===== src/rtl/sync_pkg.sv =====
`timescale 1ns/1ps
package sync_pkg;
    localparam int PERIOD_W  = 15;
    localparam int CPU_BIT   = 15;
    localparam int ARM_LSB   = 16;
    localparam int GO_BIT    = 24;
    localparam int ACK_LSB   = 8;
    localparam int MAX_LINKS = 4;

    typedef struct packed {
        logic [PERIOD_W-1:0]  shadow;
        logic                 cpusync;
        logic [MAX_LINKS-1:0] arm;
        logic [MAX_LINKS-1:0] pend;
        logic [PERIOD_W-1:0]  active;
        logic [MAX_LINKS-1:0] req;
    } ctrl_t;
endpackage


===== src/rtl/sync_period_timer.sv =====
`timescale 1ns/1ps
module sync_period_timer #(
    parameter int PERIOD_W     = 15,
    parameter int RESET_PERIOD = 5999
) (
    input  logic                clk,
    input  logic                rst_n,
    input  logic [PERIOD_W-1:0] period,
    input  logic                load,
    input  logic [PERIOD_W-1:0] load_val,
    output logic                tick
);
    logic [PERIOD_W-1:0] count_d, count_q;

    always_comb begin
        if (load)
            count_d = load_val;
        else if (count_q == '0)
            count_d = period;
        else
            count_d = count_q - 1'b1;
    end

    always_ff @(posedge clk or negedge rst_n) begin
        if (!rst_n) count_q <= PERIOD_W'(RESET_PERIOD);
        else        count_q <= count_d;
    end

    assign tick = (count_q == '0);
endmodule


===== src/rtl/pwr_ack_tracker.sv =====
`timescale 1ns/1ps
module pwr_ack_tracker #(
    parameter int ACK_LAT = 8
) (
    input  logic clk,
    input  logic rst_n,
    input  logic req,
    output logic ack
);
    localparam int CNT_W = (ACK_LAT < 2) ? 1 : $clog2(ACK_LAT);

    typedef struct packed {
        logic             ack;
        logic [CNT_W-1:0] cnt;
    } trk_t;

    trk_t trk_d, trk_q;

    always_comb begin
        trk_d = trk_q;
        if (req == trk_q.ack) begin
            trk_d.cnt = '0;
        end else if (trk_q.cnt == CNT_W'(ACK_LAT - 1)) begin
            trk_d.ack = req;
            trk_d.cnt = '0;
        end else begin
            trk_d.cnt = trk_q.cnt + 1'b1;
        end
    end

    always_ff @(posedge clk or negedge rst_n) begin
        if (!rst_n) trk_q <= '0;
        else        trk_q <= trk_d;
    end

    assign ack = trk_q.ack;
endmodule


===== src/rtl/sync_point_ctrl.sv =====
`timescale 1ns/1ps
module sync_point_ctrl
    import sync_pkg::*;
#(
    parameter int NUM_LINKS    = 4,
    parameter int ACK_LAT      = 8,
    parameter int RESET_PERIOD = 5999,
    parameter int DATA_W       = 32,
    parameter int ADDR_W       = 2
) (
    input  logic                 clk,
    input  logic                 rst_n,
    input  logic                 reg_wr,
    input  logic [ADDR_W-1:0]    reg_addr,
    input  logic [DATA_W-1:0]    reg_wdata,
    output logic [DATA_W-1:0]    reg_rdata,
    output logic                 sync_pulse,
    output logic [NUM_LINKS-1:0] bank_switch
);
    localparam logic [MAX_LINKS-1:0] LINK_MASK = MAX_LINKS'((1 << NUM_LINKS) - 1);
    localparam logic [ADDR_W-1:0]    A_SYNC    = ADDR_W'(0);
    localparam logic [ADDR_W-1:0]    A_LINK    = ADDR_W'(1);

    ctrl_t st_d, st_q;
    logic [MAX_LINKS-1:0] ack_all;
    logic tick, adopt, wr_sync, wr_link;

    // Alias signals observed by the bound checker
    logic [MAX_LINKS-1:0] req_now, ack_now, arm_now;
    logic                 cpusync_now;
    logic [PERIOD_W-1:0]  active_now;

    genvar gi;
    generate
        for (gi = 0; gi < MAX_LINKS; gi++) begin : g_link
            if (gi < NUM_LINKS) begin : g_on
                pwr_ack_tracker #(.ACK_LAT(ACK_LAT)) u_trk (
                    .clk  (clk),
                    .rst_n(rst_n),
                    .req  (st_q.req[gi]),
                    .ack  (ack_all[gi])
                );
            end else begin : g_off
                assign ack_all[gi] = 1'b0;
            end
        end
    endgenerate

    sync_period_timer #(.PERIOD_W(PERIOD_W), .RESET_PERIOD(RESET_PERIOD)) u_tmr (
        .clk     (clk),
        .rst_n   (rst_n),
        .period  (st_q.active),
        .load    (adopt),
        .load_val(st_q.shadow),
        .tick    (tick)
    );

    assign adopt   = st_q.cpusync && (|ack_all);
    assign wr_sync = reg_wr && (reg_addr == A_SYNC);
    assign wr_link = reg_wr && (reg_addr == A_LINK);

    always_comb begin
        st_d = st_q;
        if (adopt) begin
            st_d.active  = st_q.shadow;
            st_d.cpusync = 1'b0;
        end
        if (tick)
            st_d.pend = '0;
        if (wr_sync) begin
            st_d.shadow  = reg_wdata[PERIOD_W-1:0];
            st_d.cpusync = reg_wdata[CPU_BIT];
            if (reg_wdata[GO_BIT]) begin
                if (|st_q.arm)
                    st_d.pend = st_q.arm;
                st_d.arm = '0;
            end else begin
                st_d.arm = reg_wdata[ARM_LSB +: MAX_LINKS] & LINK_MASK;
            end
        end
        if (wr_link)
            st_d.req = reg_wdata[MAX_LINKS-1:0] & LINK_MASK;
    end

    always_ff @(posedge clk or negedge rst_n) begin
        if (!rst_n) begin
            st_q        <= '0;
            st_q.shadow <= PERIOD_W'(RESET_PERIOD);
            st_q.active <= PERIOD_W'(RESET_PERIOD);
        end else begin
            st_q <= st_d;
        end
    end

    always_comb begin
        reg_rdata = '0;
        if (reg_addr == A_SYNC) begin
            reg_rdata[PERIOD_W-1:0]           = st_q.shadow;
            reg_rdata[CPU_BIT]                = st_q.cpusync;
            reg_rdata[ARM_LSB +: MAX_LINKS]   = st_q.arm;
        end else if (reg_addr == A_LINK) begin
            reg_rdata[MAX_LINKS-1:0]          = st_q.req;
            reg_rdata[ACK_LSB +: MAX_LINKS]   = ack_all;
        end
    end

    assign sync_pulse  = tick;
    assign bank_switch = tick ? st_q.pend[NUM_LINKS-1:0] : '0;

    assign req_now     = st_q.req;
    assign ack_now     = ack_all;
    assign arm_now     = st_q.arm;
    assign cpusync_now = st_q.cpusync;
    assign active_now  = st_q.active;
endmodule



===== config.mk =====
export PLATFORM = sky130hd
export DESIGN_NAME = sync_point_ctrl
export DESIGN_NICKNAME = d
export VERILOG_FILES = /design/src/rtl/sync_pkg.sv /design/src/rtl/sync_period_timer.sv /design/src/rtl/pwr_ack_tracker.sv /design/src/rtl/sync_point_ctrl.sv
export SDC_FILE = /design/constraint.sdc
export NUM_CORES = 1
export LEC_CHECK = 0
export ABC_AREA = 1
export CAP_MARGIN = 5
export CORE_MARGIN = 5
export CORE_UTILIZATION = 50
export CTS_CLUSTER_SIZE = 30
export DETAILED_ROUTE_END_ITERATION = 12
export PLACE_DENSITY = 0.78
export SLEW_MARGIN = 15
export SYNTH_ARGS = -nofsm -noshare
export SYNTH_HDL_FRONTEND = slang
export SYNTH_SLANG_ARGS = --single-unit

===== constraint.sdc =====
create_clock -name clk -period 2.3 [get_ports clk]
set_clock_uncertainty 0.15 [all_clocks]
set_input_delay 0.575 -clock clk [delete_from_list [all_inputs] [get_ports clk]]
set_output_delay 0.575 -clock clk [all_outputs]
set_load 0.02 [all_outputs]

Yosys cells after proc, flatten, opt, wreduce, memory -nomap -nowiden
Cells that the tools add are included.
{"block": "totals", "in_bits": 37, "output_inout_bits": 37, "word_cells": 68, "regBits": 74}
{"block": "op_classes", "n_bitwise": 4, "mux": 23, "n_reduce_logical": 12, "add_sub_neg": 5, "eq_ne": 9}
{"operator": "4-bit 2-to-1 mux", "n": 10}
{"operator": "15-bit 2-to-1 mux", "n": 2}
{"operator": "3-bit 2-to-1 mux", "n": 8}
{"operator": "15-bit logical NOT", "n": 1}
{"operator": "15-bit by 1-bit subtractor with 15-bit output, second input constant", "n": 1}
{"operator": "3-bit by 1-bit adder with 3-bit output, second input constant", "n": 4}
{"operator": "3-bit equality test, second input constant", "n": 4}
{"operator": "9-bit 2-to-1 mux", "n": 1}
{"operator": "8-bit 2-to-1 mux", "n": 1}
{"operator": "2-bit AND reduction", "n": 4}
{"operator": "4-bit OR reduction", "n": 2}
{"operator": "1-bit equality test", "n": 4}
{"operator": "1-bit inverter", "n": 4}
{"operator": "1-bit logical AND", "n": 3}
{"operator": "2-bit by 1-bit equality test with 1-bit output, second input constant", "n": 1}
{"operator": "2-bit logical NOT", "n": 1}
{"operator": "2-bit nonzero test", "n": 1}
{"operator": "1-bit 2-to-1 mux", "n": 1}

Longest topological paths before layout
{"block": "logic_depth", "word_depth": 5, "mapped_depth": 10, "depth_no_buf": 9}

By module
Synthesis repeated with hierarchy kept, for this count alone.
{"block": "hier_totals", "hier_cells": 554, "area_unflattened_um2": 4087.7}
{"module": "sync_point_ctrl", "area_per_inst_um2": 2097.0, "seq_area_each_um2": 1101.1, "n_inst": 1, "cells_each": 269}
{"module": "sync_period_timer", "area_per_inst_um2": 1280.0, "seq_area_each_um2": 387.9, "n_inst": 1, "cells_each": 209}
{"module": "pwr_ack_tracker", "area_per_inst_um2": 177.7, "seq_area_each_um2": 100.1, "n_inst": 4, "cells_each": 19}

Worst setup path before layout
No wires, ideal clock.
{"block": "synth_path", "path_kind": "input port to output port", "start": "in reg_addr[0]", "end": "out reg_rdata[12]", "path_buffers": 2, "setup_slack_ns": 0.102, "path_stages": 4, "arrival_ns": 1.473, "required_ns": 1.575, "path_cell_list": "or2_1 buf_2 buf_1 nor2_1"}
{"block": "synth_between", "elab_chain_len": 2}
{"element": "start, declared", "line_no": "sync_point_ctrl.sv:14", "source": "input logic [ADDR_W-1:0] reg_addr,"}
{"element": "2-bit logical NOT", "line_no": "sync_point_ctrl.sv:97", "source": "if (reg_addr == A_SYNC) begin"}
{"element": "8-bit 2-to-1 mux", "line_no": "sync_point_ctrl.sv:97"}
{"element": "end, declared", "line_no": "sync_point_ctrl.sv:16", "source": "output logic [DATA_W-1:0] reg_rdata,"}
No other way between the ends.

Worst setup path after layout
{"block": "layout_path", "start": "in reg_addr[0]", "end": "out reg_rdata[9]"}
{"block": "layout_between", "elab_chain_len": 3, "word_cells_on_any_way": 4, "classes_between": "eq/ne: 1; mux: 2; reduce/logical: 1"}
{"element": "2-bit by 1-bit equality test with 1-bit output", "line_no": "sync_point_ctrl.sv:101", "source": "end else if (reg_addr == A_LINK) begin"}
{"element": "4-bit 2-to-1 mux", "line_no": "sync_point_ctrl.sv:101"}
{"element": "4-bit 2-to-1 mux *", "line_no": "sync_point_ctrl.sv:97"}
Every way passes the cells marked *; elsewhere a longest branch is shown, timed or not.

==> impl_metrics.yaml <==
outcome:
  outcome: "completed"
grt:
  grt_max_degree: 75
  antenna_found_initial: 0
  grt_pass1_wl_mm: 14.0
  grt_pass1_vias: 2978
  grt-ovfl-total: 0
  track_usage: 0.199
run:
  max-cap-violations: 0
route:
  drtIter0Drc: 176
  num_vias: 2940
  wl_per_cell_um: 13.5
  drc_errors: 0
  drt_first_pass_iters: 4
  via_per_inst: 4.82
  wl_mm: 8.22
  ant_nets: 0
sta:
  rsz0062_at_grt: "true"
  period_minus_slack_ns: 2.26
  tns_ns: 0
  fin_crit_sh: 0.983
  setup_ws_ns: 0.0386
  whs_ns: 0.0947
  clock.fmax_mhz: 442
  slew_viol_final: 0
  hold_viol: 0
  setup_violations: 0
layout:
  final_area_mm2: 0.00457
  layout.cells.non_filler: 610
  fillers: 604
  area_growth_pct: 25.6
  num_antenna_cells: 0
  layout-drive-gt1-share: 0.252
  nets: 553
floorplan:
  ioPinCount: 74
  start_util: 0.508
  core_mm2: 0.00718
  fp.dieArea_mm2: 0.00909
  std_cell_rows: 31
  die_h_um: 95.4
  die_w_um: 95.4
hold_path:
  min_path_type: "input port to asynchronous set/reset pin"
critical_path:
  crit_path_start_kind: "input port"
  required_ns: 1.57
  cp.arrival_ns: 1.54
  crit_fanout: 6
  critPathCaptureType: "primary output"
  worstSetupPathType: "input port to primary output"
yosys:
  yosysWarnings: 0
  netlist_area_mm2: 0.00364
  syn_inst: 431
  synth.distinct_cells: 31
  avgSynthCellArea_um2: 8.45
  yosysSeqAreaShare: 0.519
  yosys_register_bits: 74
place:
  dp_hpwl_mm: 6.00
  dp_cells: 592
  numPortBuffers: 50
  place_area_mm2: 0.00434
  dp_slack_ns: -0.639
  finalWeightedCongestion: 0.856
pwr:
  power_density_mw_per_mm2: 955
  p_leak_nw: 2.24
  ir_drop_uv: 543
clocking:
  clk_latency_ns: 0.34
  cts_htree_levels: 3
  cts_tree: "done"
  cts_num_sinks: 74
  cts_buffer_depth: 2
  cts_root_buffer: "clkbuf_8"
  numCtsBuffers: 9
  clk_pin_slew_worst_paths_ns: 0.07
cell usage after synthesis:
library cell  instances  area [um2]
o21ai_1               4        20.0
ha_1                 10         125
buf_2                 8        40.0
xnor2_1               6        52.6
buf_6                 2        22.5
o21a_1                1        7.51
inv_1                49         184
a22o_1                4        35.0
buf_1                 1        3.75
nand4_1               4        25.0
o21ai_2               1        8.76
nand2_1             114         428
nor2_2                5        31.3
or2_1                 1        6.26
conb_1                1        3.75
o22ai_1               2        12.5
nand2_2               5        31.3
o21ai_0              39         195
nor2_1               44         165
xor2_1                4        35.0
inv_2                 1        3.75
nor3_1                4        20.0
dfstp_2              30         788
and2_1                1        6.26
nand3_1              25         125
nor2_4                2        22.5
o31ai_1               5        37.5
dfrtp_1              44        1100
nand3b_1              1        7.51
nor3b_1               1        7.51
buf_4                12        90.1
per-stage QoR:
step,total power [mW],utilization
2_1_floorplan,2.71,-
3_3_place_gp,3.16,0.605
5_1_grt,4.67,0.637
3_5_place_dp,3.22,0.605
6_report,4.37,0.637
4_1_cts,4.34,0.629
critical path, stage by stage:
cell and delay, ns:
dlygate4sd2_1 0.24, or2_4 0.27, buf_6 0.15, o22ai_4 0.17, buf_6 0.14
sequential cells by signal (all words and copies together) (netlist names):
| name | cells |
|---|---|
| active_now | 15 |
| req_now | 4 |
| cpusync_now | 1 |
| arm_now | 4 |
| u_tmr.count_q | 15 |
| st_q | 19 |
| g_link.g_on.u_trk.ack | 4 |
| g_link.g_on.u_trk.trk_q | 12 |
final timing paths:
kind | endpoint | slack, ns | cells past startpoint | startpoint
min | req_now[0]$_DFFE_PN0P_ | 0.09 | 2 | rst_n
max reg2reg | u_tmr.count_q[14]$_DFF_PN0_ | 0.45 | 10 | u_tmr.count_q[1]$_DFF_PN1_
max | reg_rdata[9] | 0.04 | 5 | reg_addr[0]
max in group asynchronous | st_q[33]$_DFFE_PN1P_ | 1.57 | 2 | rst_n
min reg2reg | g_link[0].g_on.u_trk.trk_q[0]$_DFF_PN0_ | 0.29 | 1 | g_link[0].g_on.u_trk.trk_q[0]$_DFF_PN0_
min in group clk | g_link[0].g_on.u_trk.trk_q[0]$_DFF_PN0_ | 0.29 | 1 | g_link[0].g_on.u_trk.trk_q[0]$_DFF_PN0_
cell usage in the layout, fill, tap and decap left out, types with 2 or more instances in the layout:
cell type          n
buf_2             13
o31ai_1            5
o22ai_4            2
nor2_2            13
conb_1            12
dfrtp_1           44
inv_2              6
clkdlybuf4s50_1   22
dfstp_2           30
nand2_2            4
nand3_1           24
xor2_1             4
buf_4             32
o21ai_1            4
inv_1             44
a22o_1             4
clkbuf_8          10
nor2_1            36
buf_6              6
nand2_1          114
dlygate4sd2_1      2
bufinv_16          2
nor2_4             2
xnor2_1            6
nand4_1            4
ha_1               9
o21ai_0           39
clkinv_2           2
nor3_1             4
power breakdown:
group          leakage, nW  internal [mW]  total (mW)  switching (mW)
sequential           0.887           1.73        1.93           0.200
combinational         1.24          0.585        1.33           0.744
clock                0.109          0.637        1.10           0.466
total                 2.24           2.96        4.37            1.41
routing by layer:
metal,track usage,wire [um]
met1,0.244,3510
met4,0.0769,151
met3,0.0497,377
met2,0.336,4180
met5,0,0
cell families (layout without fill, tap and decap cells):
kind of cell             count (synthesis)  after routing  share of synthesized area
other                                    1             12                    0.00103
adder cells (fa/ha/maj)                 10             10                     0.0344
AO/OA/AOI/OAI                           56             56                     0.0869
AND/OR/NAND/NOR                        207            207                      0.240
buffers and inverters                   73            142                     0.0945
XOR/XNOR                                10             10                     0.0240
flip-flops                              74             74                      0.519
timing repair:
item                                    CTS  global route
gates resized for setup                 131            14
gates cloned                              0             0
pin swaps                                 4             6
buffers inserted                          0             2
hold buffers                              0             0
endpoints found under the setup margin   25            11
cell type report:
type	instances	area, um2	share of cell area
clock buffer	11	141	0.0309
clock inverter	5	77.6	0.0170
inverter	50	188	0.0410
multi-input combinational	295	1520	0.333
sequential	74	1890	0.413
tap	99	124	0.0271
timing repair buffer	76	631	0.138
Power figures use the tool's default switching activity.
